--- config.mk ---
export PLATFORM = sky130hd
export DESIGN_NAME = dma_seq_top
export DESIGN_NICKNAME = d
export VERILOG_FILES = /design/src/rtl/dma_seq_pkg.sv /design/src/rtl/dma_seq_sched.sv /design/src/rtl/dma_seq_chan.sv /design/src/rtl/dma_seq_csr.sv /design/src/rtl/dma_seq_top.sv
export SDC_FILE = /design/constraint.sdc
export NUM_CORES = 1
export LEC_CHECK = 0
export BUFFER_PORTS_ARGS = -buffer_cell sky130_fd_sc_hd__clkbuf_2
export CAP_MARGIN = 10
export CORE_ASPECT_RATIO = 1.5
export CORE_MARGIN = 8
export CORE_UTILIZATION = 35
export CTS_CLUSTER_DIAMETER = 30
export DETAILED_ROUTE_END_ITERATION = 7
export PLACE_DENSITY = 0.48
export SETUP_SLACK_MARGIN = 0.05
export SYNTH_ARGS = -nofsm -noshare
export SYNTH_HDL_FRONTEND = slang
export SYNTH_SLANG_ARGS = --single-unit
--- constraint.sdc ---
create_clock -name clk -period 5.8 [get_ports clk]
set_input_delay 1.16 -clock clk [delete_from_list [all_inputs] [get_ports clk]]
set_output_delay 1.16 -clock clk [all_outputs]
set_load 0.02 [all_outputs]
--- src/rtl/dma_seq_pkg.sv ---
package dma_seq_pkg;
    localparam int NUM_CH      = 3;
    localparam int CH_W        = 2;
    localparam int INSTR_W     = 16;
    localparam int OPND_W      = 12;
    localparam int REG_IDX_W   = 4;
    localparam int REG_DAT_W   = 8;
    localparam int CSR_W       = 8;
    localparam int CSR_RAST_BIT = 7;
    localparam int CSR_FLAG_TOP = 6;
    localparam int CTRL_LOOP_BIT = 0;
    localparam int CTRL_IRQ_BIT  = 4;
    localparam int CTRL_STOP_BIT = 5;

    typedef enum logic [1:0] {
        SQ_WAIT,
        SQ_DEAD,
        SQ_SLOT,
        SQ_FETCH
    } sq_state_e;

    typedef enum logic [1:0] {
        OP_WRITE,
        OP_PAUSE,
        OP_REPEAT,
        OP_CTRL
    } op_kind_e;

    function automatic op_kind_e decode_kind(input logic [2:0] fn);
        if (fn[2])      return OP_CTRL;
        else if (fn[1]) return OP_REPEAT;
        else if (fn[0]) return OP_PAUSE;
        return OP_WRITE;
    endfunction
endpackage

--- src/rtl/dma_seq_sched.sv ---
module dma_seq_sched
    import dma_seq_pkg::*;
#(
    parameter int NCH = NUM_CH
) (
    input  logic                clk,
    input  logic                rst_n,
    input  logic                hsync,
    input  logic                mem_ack,
    input  logic [NCH-1:0]      ch_ready,
    output logic                mem_req,
    output logic [CH_W-1:0]     cur_ch,
    output logic [NCH-1:0]      fetch_done,
    output logic [NCH-1:0]      skip_slot
);
    typedef struct packed {
        sq_state_e       state;
        logic [CH_W-1:0] ch;
        logic            hs_prev;
    } sched_t;

    sched_t q, d;

    always_comb begin
        d          = q;
        d.hs_prev  = hsync;
        fetch_done = '0;
        skip_slot  = '0;
        case (q.state)
            SQ_WAIT: begin
                if (hsync && !q.hs_prev) begin
                    d.state = SQ_DEAD;
                end
            end
            SQ_DEAD: begin
                d.state = SQ_SLOT;
                d.ch    = '0;
            end
            SQ_SLOT: begin
                if (ch_ready[q.ch]) begin
                    d.state = SQ_FETCH;
                end else begin
                    skip_slot[q.ch] = 1'b1;
                    if (q.ch == CH_W'(NCH - 1)) begin
                        d.state = SQ_WAIT;
                    end else begin
                        d.ch = q.ch + CH_W'(1);
                    end
                end
            end
            default: begin
                if (mem_ack) begin
                    fetch_done[q.ch] = 1'b1;
                    if (q.ch == CH_W'(NCH - 1)) begin
                        d.state = SQ_WAIT;
                    end else begin
                        d.ch    = q.ch + CH_W'(1);
                        d.state = SQ_SLOT;
                    end
                end
            end
        endcase
    end

    always_ff @(posedge clk) begin
        if (!rst_n) begin
            q <= '{state: SQ_WAIT, ch: '0, hs_prev: 1'b0};
        end else begin
            q <= d;
        end
    end

    assign mem_req = (q.state == SQ_FETCH);
    assign cur_ch  = q.ch;
endmodule

--- src/rtl/dma_seq_chan.sv ---
module dma_seq_chan
    import dma_seq_pkg::*;
#(
    parameter int AW = 16
) (
    input  logic                 clk,
    input  logic                 rst_n,
    input  logic                 en,
    input  logic                 ptr_ld,
    input  logic [AW-1:0]        ptr_val,
    input  logic                 fetch_done,
    input  logic                 skip_slot,
    input  logic [INSTR_W-1:0]   instr,
    output logic [AW-1:0]        ptr,
    output logic                 ready,
    output logic                 wr_v,
    output logic [REG_IDX_W-1:0] wr_idx,
    output logic [REG_DAT_W-1:0] wr_dat,
    output logic                 irq_ev,
    output logic                 stop_ev
);
    typedef struct packed {
        logic [AW-1:0]        ptr;
        logic [AW-1:0]        loop_ptr;
        logic [OPND_W-1:0]    loop_cnt;
        logic [OPND_W-1:0]    pause_cnt;
        logic                 wr_v;
        logic [REG_IDX_W-1:0] wr_idx;
        logic [REG_DAT_W-1:0] wr_dat;
    } chan_t;

    chan_t q, d;
    op_kind_e          kind;
    logic [OPND_W-1:0] opnd;
    logic [AW-1:0]     step;
    logic              unused_bits;

    assign unused_bits = instr[INSTR_W-1] ^ ptr_val[0];
    assign kind = decode_kind(instr[INSTR_W-2:OPND_W]);
    assign opnd = instr[OPND_W-1:0];
    assign step = q.ptr + AW'(2);

    always_comb begin
        d       = q;
        d.wr_v  = 1'b0;
        irq_ev  = 1'b0;
        stop_ev = 1'b0;
        if (fetch_done) begin
            d.ptr = step;
            case (kind)
                OP_WRITE: begin
                    d.wr_v   = 1'b1;
                    d.wr_idx = opnd[OPND_W-1 -: REG_IDX_W];
                    d.wr_dat = opnd[REG_DAT_W-1:0];
                end
                OP_PAUSE: begin
                    d.pause_cnt = opnd;
                end
                OP_REPEAT: begin
                    d.loop_ptr = step;
                    d.loop_cnt = opnd;
                end
                default: begin
                    if (opnd[CTRL_LOOP_BIT] && (q.loop_cnt != '0)) begin
                        d.loop_cnt = q.loop_cnt - OPND_W'(1);
                        d.ptr      = q.loop_ptr;
                    end
                    irq_ev  = opnd[CTRL_IRQ_BIT];
                    stop_ev = opnd[CTRL_STOP_BIT];
                end
            endcase
        end else if (skip_slot && en && (q.pause_cnt != '0)) begin
            d.pause_cnt = q.pause_cnt - OPND_W'(1);
        end
        if (ptr_ld) begin
            d.ptr = {ptr_val[AW-1:1], 1'b0};
        end
    end

    always_ff @(posedge clk) begin
        if (!rst_n) begin
            q <= '0;
        end else begin
            q <= d;
        end
    end

    assign ptr    = q.ptr;
    assign ready  = (q.pause_cnt == '0);
    assign wr_v   = q.wr_v;
    assign wr_idx = q.wr_idx;
    assign wr_dat = q.wr_dat;
endmodule

--- src/rtl/dma_seq_csr.sv ---
module dma_seq_csr
    import dma_seq_pkg::*;
#(
    parameter int NCH = NUM_CH
) (
    input  logic             clk,
    input  logic             rst_n,
    input  logic             csr_we,
    input  logic [CSR_W-1:0] csr_wdata,
    input  logic [NCH-1:0]   stop_ev,
    input  logic [NCH-1:0]   irq_ev,
    input  logic             raster_hit,
    output logic [NCH-1:0]   en,
    output logic [CSR_W-1:0] csr_rdata,
    output logic             irq
);
    typedef struct packed {
        logic [NCH-1:0] en;
        logic [NCH-1:0] flag;
        logic           rast;
    } csr_t;

    csr_t q, d;
    logic unused_gap;

    assign unused_gap = csr_wdata[NCH];

    always_comb begin
        d = q;
        if (csr_we) begin
            d.en = csr_wdata[NCH-1:0];
            for (int i = 0; i < NCH; i++) begin
                if (csr_wdata[CSR_FLAG_TOP - i]) d.flag[i] = 1'b0;
            end
            if (csr_wdata[CSR_RAST_BIT]) d.rast = 1'b0;
        end
        for (int i = 0; i < NCH; i++) begin
            if (stop_ev[i] && !csr_we) d.en[i] = 1'b0;
            if (irq_ev[i]) d.flag[i] = 1'b1;
        end
        if (raster_hit) d.rast = 1'b1;
    end

    always_ff @(posedge clk) begin
        if (!rst_n) begin
            q <= '0;
        end else begin
            q <= d;
        end
    end

    always_comb begin
        csr_rdata = '0;
        csr_rdata[NCH-1:0] = q.en;
        for (int i = 0; i < NCH; i++) begin
            csr_rdata[CSR_FLAG_TOP - i] = q.flag[i];
        end
        csr_rdata[CSR_RAST_BIT] = q.rast;
    end

    assign en  = q.en;
    assign irq = (|q.flag) | q.rast;
endmodule

--- src/rtl/dma_seq_top.sv ---
module dma_seq_top
    import dma_seq_pkg::*;
#(
    parameter int AW = 16
) (
    input  logic                 clk,
    input  logic                 rst_n,
    input  logic                 hsync,
    output logic                 mem_req,
    output logic [AW-1:0]        mem_addr,
    input  logic                 mem_ack,
    input  logic [INSTR_W-1:0]   mem_rdata,
    output logic                 reg_we,
    output logic [REG_IDX_W-1:0] reg_idx,
    output logic [REG_DAT_W-1:0] reg_data,
    input  logic                 csr_we,
    input  logic [CSR_W-1:0]     csr_wdata,
    output logic [CSR_W-1:0]     csr_rdata,
    input  logic                 ptr_we,
    input  logic [CH_W-1:0]      ptr_sel,
    input  logic [AW-1:0]        ptr_wdata,
    input  logic                 raster_hit,
    output logic                 irq
);
    logic [NUM_CH-1:0]    ch_en;
    logic [NUM_CH-1:0]    ch_ready;
    logic [NUM_CH-1:0]    ch_go;
    logic [NUM_CH-1:0]    fetch_done;
    logic [NUM_CH-1:0]    skip_slot;
    logic [NUM_CH-1:0]    irq_ev;
    logic [NUM_CH-1:0]    stop_ev;
    logic [NUM_CH-1:0]    wr_v;
    logic [CH_W-1:0]      cur_ch;
    logic [AW-1:0]        ch_ptr [NUM_CH];
    logic [REG_IDX_W-1:0] wr_idx [NUM_CH];
    logic [REG_DAT_W-1:0] wr_dat [NUM_CH];

    assign ch_go = ch_en & ch_ready;

    dma_seq_sched #(.NCH(NUM_CH)) i_sched (
        .clk        (clk),
        .rst_n      (rst_n),
        .hsync      (hsync),
        .mem_ack    (mem_ack),
        .ch_ready   (ch_go),
        .mem_req    (mem_req),
        .cur_ch     (cur_ch),
        .fetch_done (fetch_done),
        .skip_slot  (skip_slot)
    );

    for (genvar g = 0; g < NUM_CH; g++) begin : g_chan
        dma_seq_chan #(.AW(AW)) i_chan (
            .clk        (clk),
            .rst_n      (rst_n),
            .en         (ch_en[g]),
            .ptr_ld     (ptr_we && (ptr_sel == CH_W'(g))),
            .ptr_val    (ptr_wdata),
            .fetch_done (fetch_done[g]),
            .skip_slot  (skip_slot[g]),
            .instr      (mem_rdata),
            .ptr        (ch_ptr[g]),
            .ready      (ch_ready[g]),
            .wr_v       (wr_v[g]),
            .wr_idx     (wr_idx[g]),
            .wr_dat     (wr_dat[g]),
            .irq_ev     (irq_ev[g]),
            .stop_ev    (stop_ev[g])
        );
    end

    dma_seq_csr #(.NCH(NUM_CH)) i_csr (
        .clk        (clk),
        .rst_n      (rst_n),
        .csr_we     (csr_we),
        .csr_wdata  (csr_wdata),
        .stop_ev    (stop_ev),
        .irq_ev     (irq_ev),
        .raster_hit (raster_hit),
        .en         (ch_en),
        .csr_rdata  (csr_rdata),
        .irq        (irq)
    );

    always_comb begin
        mem_addr = '0;
        reg_we   = 1'b0;
        reg_idx  = '0;
        reg_data = '0;
        for (int i = 0; i < NUM_CH; i++) begin
            if (cur_ch == CH_W'(i)) mem_addr = ch_ptr[i];
            if (wr_v[i]) begin
                reg_we   = 1'b1;
                reg_idx  = wr_idx[i];
                reg_data = wr_dat[i];
            end
        end
    end
endmodule

==> results of run 1 <==
==> worst max-delay path, cell delays in order, from the launching register on <==
cell	delay [ns]
dfxtp_1	0.38
inv_1	0.17
ha_1	0.61
nand2_1	0.17
nor2_1	0.12
a21oi_1	0.06
o21ai_0	0.36
clkbuf_2	0.25
==> metal layers <==
metal | global-route usage | routed length (microns) | up-vias
met3 | 0.03400 | 2019 | 96
li1 | - | - | 6150
met1 | 0.2228 | 17600 | 5878
met5 | 0 | 0 | -
met2 | 0.3650 | 21660 | 342
met4 | 0.1005 | 1862 | 0
==> sequential cells by signal, indices dropped and copies added, names as in the netlist, named ones only <==
register / count
g_chan.i_chan.wr_dat: 24
i_csr.en: 3
g_chan.i_chan.q: 120
i_csr.csr_rdata: 4
g_chan.i_chan.wr_v: 3
g_chan.i_chan.ptr: 45
g_chan.i_chan.wr_idx: 12
i_sched.cur_ch: 2
i_sched.q: 3
==> layout make-up <==
type / instances / area [sq um]
Sequential cell: 219 / 4384
Tap cell: 473 / 591.8
Fill cell: 3640 / 20140
Clock buffer: 70 / 1480
Inverter: 25 / 98.84
Multi-Input combinational cell: 1315 / 7313
Clock inverter: 26 / 427.9
Timing Repair Buffer: 102 / 558.0
==> placed cells by master, fill, tap and decap left out, drive strengths merged, types with 9 or more instances in the layout <==
| cell type | Yosys | routed |
|---|---|---|
| o31ai | 21 | 21 |
| nor4 | 12 | 12 |
| o21ai | 135 | 135 |
| and4 | 9 | 9 |
| nand3b | 9 | 9 |
| nand4 | 14 | 14 |
| and3 | 19 | 19 |
| nor3b | 9 | 9 |
| o32ai | 9 | 9 |
| xor2 | 24 | 24 |
| nand3 | 61 | 61 |
| ha | 20 | 20 |
| xnor2 | 23 | 23 |
| nor3 | 35 | 35 |
| a22oi | 17 | 17 |
| inv | 25 | 27 |
| dfxtp | 219 | 219 |
| nor2 | 192 | 192 |
| o211ai | 14 | 14 |
| o22ai | 24 | 24 |
| a31oi | 23 | 23 |
| a311oi | 11 | 11 |
| a21oi | 211 | 211 |
| bufinv | 0 | 11 |
| a211oi | 58 | 58 |
| clkinv | 0 | 10 |
| buf | 33 | 19 |
| or3 | 11 | 11 |
| nand2 | 270 | 270 |
| clkbuf | 113 | 153 |
==> through the flow <==
stage | area [sq um] | hold WS, ns | power (mW) | std cells | util
floorplan | 12430 | 0.4366 | 1.965 | 1706 | -
global placement | 12950 | 0.4425 | 2.138 | 2134 | 0.3699
detailed placement | 12950 | 0.4469 | 2.140 | 2134 | 0.3699
CTS | 14850 | 0.4535 | 5.357 | 2230 | 0.4244
global route | 14850 | 0.4706 | 5.487 | 2230 | 0.4244
finish | 14850 | 0.4514 | 5.298 | 2230 | 0.4244
==> kinds of logic after synthesis <==
group,synth area share
AOI/OAI and AO/OA,0.2797
muxes,0.001208
other,0.0003017
and+or+nand+nor,0.2530
buffers and inverters,0.05980
xor gates and xnor gates,0.03312
DFF,0.3528
adders and majority gates,0.02013
==> power by group <==
part           leakage [nW]  total [mW]  switching (mW)  internal [mW]
Sequential             1.77        1.59          0.0465           1.54
Combinational          2.77       0.526           0.373          0.153
Clock                 0.932        3.18           0.926           2.26
==> worst paths after layout <==
path                               from                          to  slack (ns)
max reg2reg           i_sched.cur_ch[1]      g_chan[0].i_chan.q[15]        2.42
max                   i_sched.cur_ch[1]                 mem_addr[3]        1.96
min reg2reg  g_chan[2].i_chan.wr_dat[0]  g_chan[2].i_chan.wr_dat[0]        0.45
min          g_chan[2].i_chan.wr_dat[0]  g_chan[2].i_chan.wr_dat[0]        0.45
==> results.toml, run 1 <==
[cells_and_area]
drive_gt1_frac = 0.1275
areaGrowthSynthToFinish_pct = 19.52
antenna_cells = 0
fin_nets = 1784

[logic_synthesis]
ys.flop_type = "dfxtp_1"
synthArstFlopShare = 0
yosys-top-cells-area = "dfxtp_1 (35%), a21oi_1 (8.4%), nand2_1 (8.1%), nor2_1 (5.8%), o21ai_0 (5.4%)"
syn_nets = 1775
yosys.area.top_type_share = 0.3528
syn_avg_cell_area_sq_um = 7.285
synth_commonest_cells = "nand2_1 (269), dfxtp_1 (219), a21oi_1 (208), nor2_1 (191), o21ai_0 (133)"
ys_seq_area_frac = 0.3528
ys_seq_elements = 219
syn_area_sq_um = 12430
synthDistinctLibCells = 83
synth_cells = 1706
ys_warn_count = 0
yosys.area.top_type = "dfxtp_1"
synthMostInstantiatedCell = "nand2_1"
synth-edff-count = 0

[timing]
period_minus_slack_ns = 3.837
rsz0062_at_grt = "false"
tightest_slew_ns = 1.207
period_share = 0.6615
worst_clock_skew_ns = 0.02294
setup_slack_ns = 1.963
fmax_mhz = 260.6
relSlewSlack = 0.1868
setup-violations-final = 0
finalHoldViolCount = 0
setup_tns_ns = 0
drv_slew = 0

[detailed_routing]
route.vias.total = 12470
post_drt_wl_per_cell_microns = 19.35
drt_pre_antenna_iters = 5
drt_iter0_drc = 848
wirelength_mm = 43.15
drc_errors = 0
drtAntennaViolNets = 0
avgViaCountPerCell = 5.590

[clock_tree]
clock_sinks = 219
cts_buffers = 52
cts_repair_resize_count = 0
cts_hold_buf = 0
cts_tree = "done"
clock-root-buffer = "clkbuf_16"
post_cts_buffers = 0
clk_path_buf_depth = 3
htreeDepth = 2
clk_pin_slew_ns = 0.05
clk_latency_ns = 0.56

[worst_setup_path]
cp_max_fo = 19
critPathKind = "flip-flop to output port"
start_kind = "flip-flop"
ff2ff_path_depth = 7
cp.arrival_ns = 2.68
required_ns = 4.64
endpoint_kind = "output port"

[power]
ir_drop_uv = 246.9
p_leak_nw = 5.469
power_density_nw_per_um2 = 356.6

[global_route]
grt_pass1_vias = 12220
grt_max_degree = 132
antenna_found_initial = 0
grt.overflow.total = 0
grt_pass1_wl_mm = 67.37
grtUsageTotal = 0.2014

[place]
dp_hpwl_mm = 29.13
gp_congestion = 0.8058
portBuffers = 83
post-place-ws_ns = 1.987

[die]
ios = 88
rows = 84
fp.dieH_microns = 246.8
die_w_microns = 169.9
core_sq_um = 35000
initial_core_util = 0.3551
dieArea_sq_um = 41920

[hold_path]
whs_path_depth = 2
hold_class = "flip-flop to flip-flop"

[status]
outcome = "complete, no violations"

[flow_run]
cap_violations = 0
Power figures use the tool's default switching activity.
==> run 2, diff against run 1 <==
clock period = 4 ns   (was 5.8 ns; I/O delays follow)
==> run 2 against run 1 <==
Effect of this change:
- global-route usage rose by 0.43 points
- sequential share of layout area fell by 0.39 points
- power rose by 46%
- die area did not move
- utilization rose by 0.56 points
- critical path type unchanged
- critical endpoint is now mem_addr[2]
- highest routed layer unchanged
==> results.toml, run 2 (synthesis gave the netlist of run 1 again) <==
[global_route]
grt_pass1_vias = 12390
antenna_found_initial = 0
grt_pass1_wl_mm = 68.79
grt.overflow.total = 0
grtUsageTotal = 0.2058
grt_max_degree = 93

[detailed_routing]
drc_errors = 0
route.vias.total = 12580
drtAntennaViolNets = 0
wirelength_mm = 43.54
post_drt_wl_per_cell_microns = 19.34
avgViaCountPerCell = 5.590
drt_iter0_drc = 881
drt_pre_antenna_iters = 5

[clock_tree]
clk_pin_slew_ns = 0.05
post_cts_buffers = 0
cts_repair_resize_count = 0
htreeDepth = 2
clk_latency_ns = 0.58
cts_hold_buf = 0
clock_sinks = 219
cts_buffers = 57
cts_tree = "done"
clock-root-buffer = "clkbuf_16"
clk_path_buf_depth = 3

[worst_setup_path]
required_ns = 3.20
critPathKind = "flip-flop to output port"
endpoint_kind = "output port"
cp_max_fo = 20
cp_slowest_stage_delay_ns = 0.73
cp_slowest_cell = "ha_1"
path_cells = "inv_1 > ha_1 > buf_4 > a21oi_1 > o21ai_0 > clkbuf_2"
start_kind = "flip-flop"
cp.arrival_ns = 2.89

[die]
initial_core_util = 0.3551
ios = 88
core_sq_um = 35000
dieArea_sq_um = 41920
die_w_microns = 169.9
fp.dieH_microns = 246.8
rows = 84

[place]
gp_congestion = 0.8200
portBuffers = 83
dp_hpwl_mm = 30.01
post-place-ws_ns = 0.9165

[cells_and_area]
areaGrowthSynthToFinish_pct = 21.11
drive_gt1_frac = 0.1406
fin_nets = 1799
final_cell_mix = "nand2_1 (269), dfxtp_1 (219), a21oi_1 (208)"
largest_reg_flops = 120
top_register = "g_chan.i_chan.q"
layout_commonest_cell = "nand2_1"
antenna_cells = 0

[timing]
fmax_mhz = 270.8
worst_clock_skew_ns = 0.02050
setup_slack_ns = 0.3072
relSlewSlack = 0.1337
rsz0062_at_grt = "false"
setup_tns_ns = 0
period_minus_slack_ns = 3.693
finalHoldViolCount = 0
tightest_slew_ns = 1.286
drv_slew = 0
period_share = 0.9232
setup-violations-final = 0

[power]
p_leak_nw = 5.546
power_mw = 7.733
ir_drop_uv = 360.5
power_density_nw_per_um2 = 513.8

[status]
outcome = "complete, no violations"

[hold_path]
hold_class = "input port to flip-flop"

[flow_run]
cap_violations = 0
[run 2: final cells by class]
type                            count  area (sq um)
Tap cell                          473         591.8
Sequential cell                   219          4384
Clock buffer                       72          1625
Fill cell                        3709         19950
Inverter                           25         98.84
Clock inverter                     35         367.9
Multi-Input combinational cell   1315          7313
Timing Repair Buffer              112         670.6
[run 2: power breakdown]
group,switching [mW],total [mW],internal [mW]
clock,1.48,4.66,3.18
sequential,0.0686,2.30,2.24
combinational,0.535,0.766,0.231
total,2.08,7.73,5.65
[run 2: per-layer routing]
metal	track usage	routed length, microns	part of all wire
met1	0.2300	17700	0.41
met5	0	0	0
met3	0.03847	2256	0.052
met4	0.1036	1935	0.044
met2	0.3667	21640	0.50
[run 2: per-stage QoR]
| stage | hold slack (ns) | util | instance area (sq um) | cells |
|---|---|---|---|---|
| 2_1_floorplan | 0.4366 | - | 12430 | 1706 |
| 3_3_place_gp | 0.4422 | 0.3731 | 13060 | 2144 |
| 3_5_place_dp | 0.4465 | 0.3731 | 13060 | 2144 |
| 4_1_cts | 0.4208 | 0.4301 | 15050 | 2251 |
| 5_1_grt | 0.4441 | 0.4301 | 15050 | 2251 |
| 6_report | 0.4461 | 0.4301 | 15050 | 2251 |
[run 2: final timing paths]
| kind | cells after the start | from | to | slack, ns |
|---|---|---|---|---|
| worst min-delay path | 3 | raster_hit | i_csr.csr_rdata[7] | 0.45 |
| worst max register to register | 7 | i_sched.cur_ch[1] | g_chan[0].i_chan.q[15] | 0.95 |
| worst min register to register | 2 | g_chan[2].i_chan.wr_dat[3] | g_chan[2].i_chan.wr_dat[3] | 0.45 |
| worst max-delay path | 6 | i_sched.cur_ch[1] | mem_addr[2] | 0.31 |
[run 2: worst max-delay path: cells and delay by family, from the launching register on]
kind                       cells  cell delay, ns
adders and majority gates      1            0.73
buffers and inverters          3            0.75
DFF                            1            0.38
AOI/OAI and AO/OA              2            0.46
==> run 3, diff against run 2 <==
CAP_MARGIN = 20   (was 10)
CORE_UTILIZATION = 53   (was 35)
PLACE_DENSITY = 0.68   (was 0.48)
SYNTH_HIERARCHICAL = 1   (was unset)
==> run 3 against run 2 <==
Effect of this change:
- worst setup slack better by 0.65 ns
- largest power group unchanged
- count of clock-buffer cells in the layout is 11 lower
- sequential power is 2% lower
- clock power is 27% lower
==> results.toml, run 3 <==
[status]
outcome = "complete, no violations"

[logic_synthesis]
synth_cells = 1705
ys_warn_count = 6
synthArstFlopShare = 0
syn_avg_cell_area_sq_um = 7.671
syn_nets = 1769
yosys.area.top_type = "dfxtp_1"
synthMostInstantiatedCell = "dfxtp_1"
ys.flop_type = "dfxtp_1"
synth_commonest_cells = "dfxtp_1 (219), a21oi_1 (207), nand2_1 (196), nor2_1 (173), buf_4 (90)"
yosys-top-cells-area = "dfxtp_1 (34%), a21oi_1 (7.9%), nand2_1 (5.6%), buf_4 (5.2%), nor2_1 (5.0%)"
syn_area_sq_um = 13080
ys_seq_area_frac = 0.3352
yosys.area.top_type_share = 0.3352
synthDistinctLibCells = 65
ys_seq_elements = 219
synth-edff-count = 0

[place]
portBuffers = 83
gp_congestion = 0.9267
dpl.cell_count = 1942
dp_hpwl_mm = 25.60
dpl_cell_area_sq_um = 13000

[cells_and_area]
drive_gt1_frac = 0.1361
utilization = 0.5916
fin_cells = 2021
largest_reg_flops = 120
antenna_cells = 0
fin_nets = 1731
top_register = "g_chan.i_chan/q"
areaGrowthSynthToFinish_pct = 10.13
final_cell_mix = "dfxtp_1 (219), a21oi_1 (207), nand2_1 (196)"
finalInstanceArea_sq_um = 14400
layout_commonest_cell = "dfxtp_1"

[detailed_routing]
drc_errors = 0
drt_pre_antenna_iters = 5
avgViaCountPerCell = 6.038
drt_iter0_drc = 805
drtAntennaViolNets = 0
wirelength_mm = 37.98
post_drt_wl_per_cell_microns = 18.79
route.vias.total = 12200

[clock_tree]
cts_tree = "done"
clk_path_buf_depth = 3
post_cts_buffers = 0
cts_repair_resize_count = 0
htreeDepth = 2
clock_sinks = 219
clock-root-buffer = "clkbuf_16"
cts_hold_buf = 0
clk_pin_slew_ns = 0.05
cts_buffers = 44
clk_latency_ns = 0.53

[global_route]
antenna_found_initial = 0
grtUsageMet1 = 0.2855
grt_busiest_layer = "met2"
grt.met3_usage = 0.04080
grt_pass1_wl_mm = 60.58
grt.overflow.total = 0
grt_pass1_vias = 11650
grt_max_degree = 64
grtUsageTotal = 0.2495
use_met2 = 0.4264

[die]
ios = 88
dieArea_sq_um = 30060
die_w_microns = 144.3
core_sq_um = 24350
initial_core_util = 0.5372
rows = 70
fp.dieH_microns = 208.4

[worst_setup_path]
cp.arrival_ns = 3.50
cp_slowest_cell = "o31ai_2"
rrSetupSlack_ns = 0.96
start_kind = "flip-flop"
ff2ff_path_depth = 12
cp_slowest_stage_delay_ns = 0.67
path_cells = "inv_1 > ha_1 > or3b_2 > nor4_4 > and2_1 > mux2i_1 > o2111ai_1 > nor2_1 > nand2_1 > o31ai_2 > o211ai_1 > a31oi_1"
required_ns = 4.45
critPathKind = "flip-flop to flip-flop"
endpoint_kind = "flip-flop"
cp_max_fo = 10

[flow_run]
cap_violations = 0

[hold_path]
whs_path_depth = 2
hold_class = "flip-flop to flip-flop"

[timing]
setup_tns_ns = 0
period_share = 0.7610
period_minus_slack_ns = 3.044
drv_slew = 0
worst_clock_skew_ns = 0.01427
setup-violations-final = 0
relSlewSlack = 0.4240
rsz0062_at_grt = "false"
finalHoldViolCount = 0
tightest_slew_ns = 0.8641
fmax_mhz = 328.5

[power]
power_density_nw_per_um2 = 419.4
power_mw = 6.040
ir_drop_uv = 355.0
p_leak_nw = 5.245
[run 3: changes by cell type in the layout (fill, tap and decap cells not counted), sizes merged, moves of 15 or more]
cell / delta
nor2: -19
mux2i: +45
inv: +15
nor2b: +15
nand2: -74
nor3: +20
o21ai: -36
a211oi: -40
o22ai: +18
nor3b: +45
nand3: -40
[run 3: cell families (layout without fill, tap and decap cells)]
| group | Yosys count | after routing | synth area share |
|---|---|---|---|
| fa+ha+maj | 15 | 15 | 0.01435 |
| other cells | 1 | 1 | 0.0002867 |
| buf+inv | 236 | 228 | 0.1010 |
| compound gates | 496 | 496 | 0.2297 |
| simple gates | 651 | 651 | 0.2563 |
| flops | 219 | 219 | 0.3352 |
| xor+xnor | 39 | 39 | 0.02612 |
| mux | 48 | 48 | 0.03702 |
[run 3: final timing paths]
path / startpoint / end
setup / recovery: g_chan[1].i_chan/q[13] / g_chan[1].i_chan/q[13]
hold reg to reg: g_chan[1].i_chan/q[37] / g_chan[1].i_chan/q[37]
setup reg to reg: g_chan[1].i_chan/q[13] / g_chan[1].i_chan/q[13]
hold / removal: g_chan[1].i_chan/q[37] / g_chan[1].i_chan/q[37]
[run 3: worst max-delay path: cells and delay by family, from the launching register on]
| family | cells | cell delay, ns |
|---|---|---|
| buffers and inverters | 1 | 0.10 |
| multiplexers | 1 | 0.27 |
| adder cells (fa/ha/maj) | 1 | 0.20 |
| AO/OA/AOI/OAI | 4 | 1.28 |
| AND/OR/NAND/NOR | 5 | 0.74 |
| flip-flops | 1 | 0.39 |
[run 3: area by class of cell]
| class | count | area (sq um) |
|---|---|---|
| clock inverters | 15 | 118.9 |
| inverters | 37 | 138.9 |
| clock buffers | 61 | 1265 |
| repair buffers | 115 | 668.1 |
| well taps | 324 | 405.4 |
| flip-flops and latches | 219 | 4384 |
| fillers | 2289 | 9945 |
| multi-input cells | 1250 | 7423 |
[run 3: routing by layer]
metal	routed length [microns]	vias to the layer above	share of wire
met5	0	-	0
met3	2373	119	0.062
met4	2134	0	0.056
met1	15250	5679	0.40
li1	-	5983	-
met2	18220	421	0.48
[run 3: through the flow]
| stage | worst slack [ns] | hold WS (ns) |
|---|---|---|
| floorplan | 1.534 | 0.4360 |
| global placement | 0.9280 | 0.4409 |
| detailed placement | 0.8877 | 0.4464 |
| CTS | 0.8986 | 0.4536 |
| global route | 0.7283 | 0.4598 |
| finish | 0.9559 | 0.4528 |
[run 3: power by group]
part           switching (mW)  total, mW  internal (mW)
sequential             0.0388       2.25           2.21
combinational           0.269      0.399          0.130
clock                    1.19       3.39           2.20
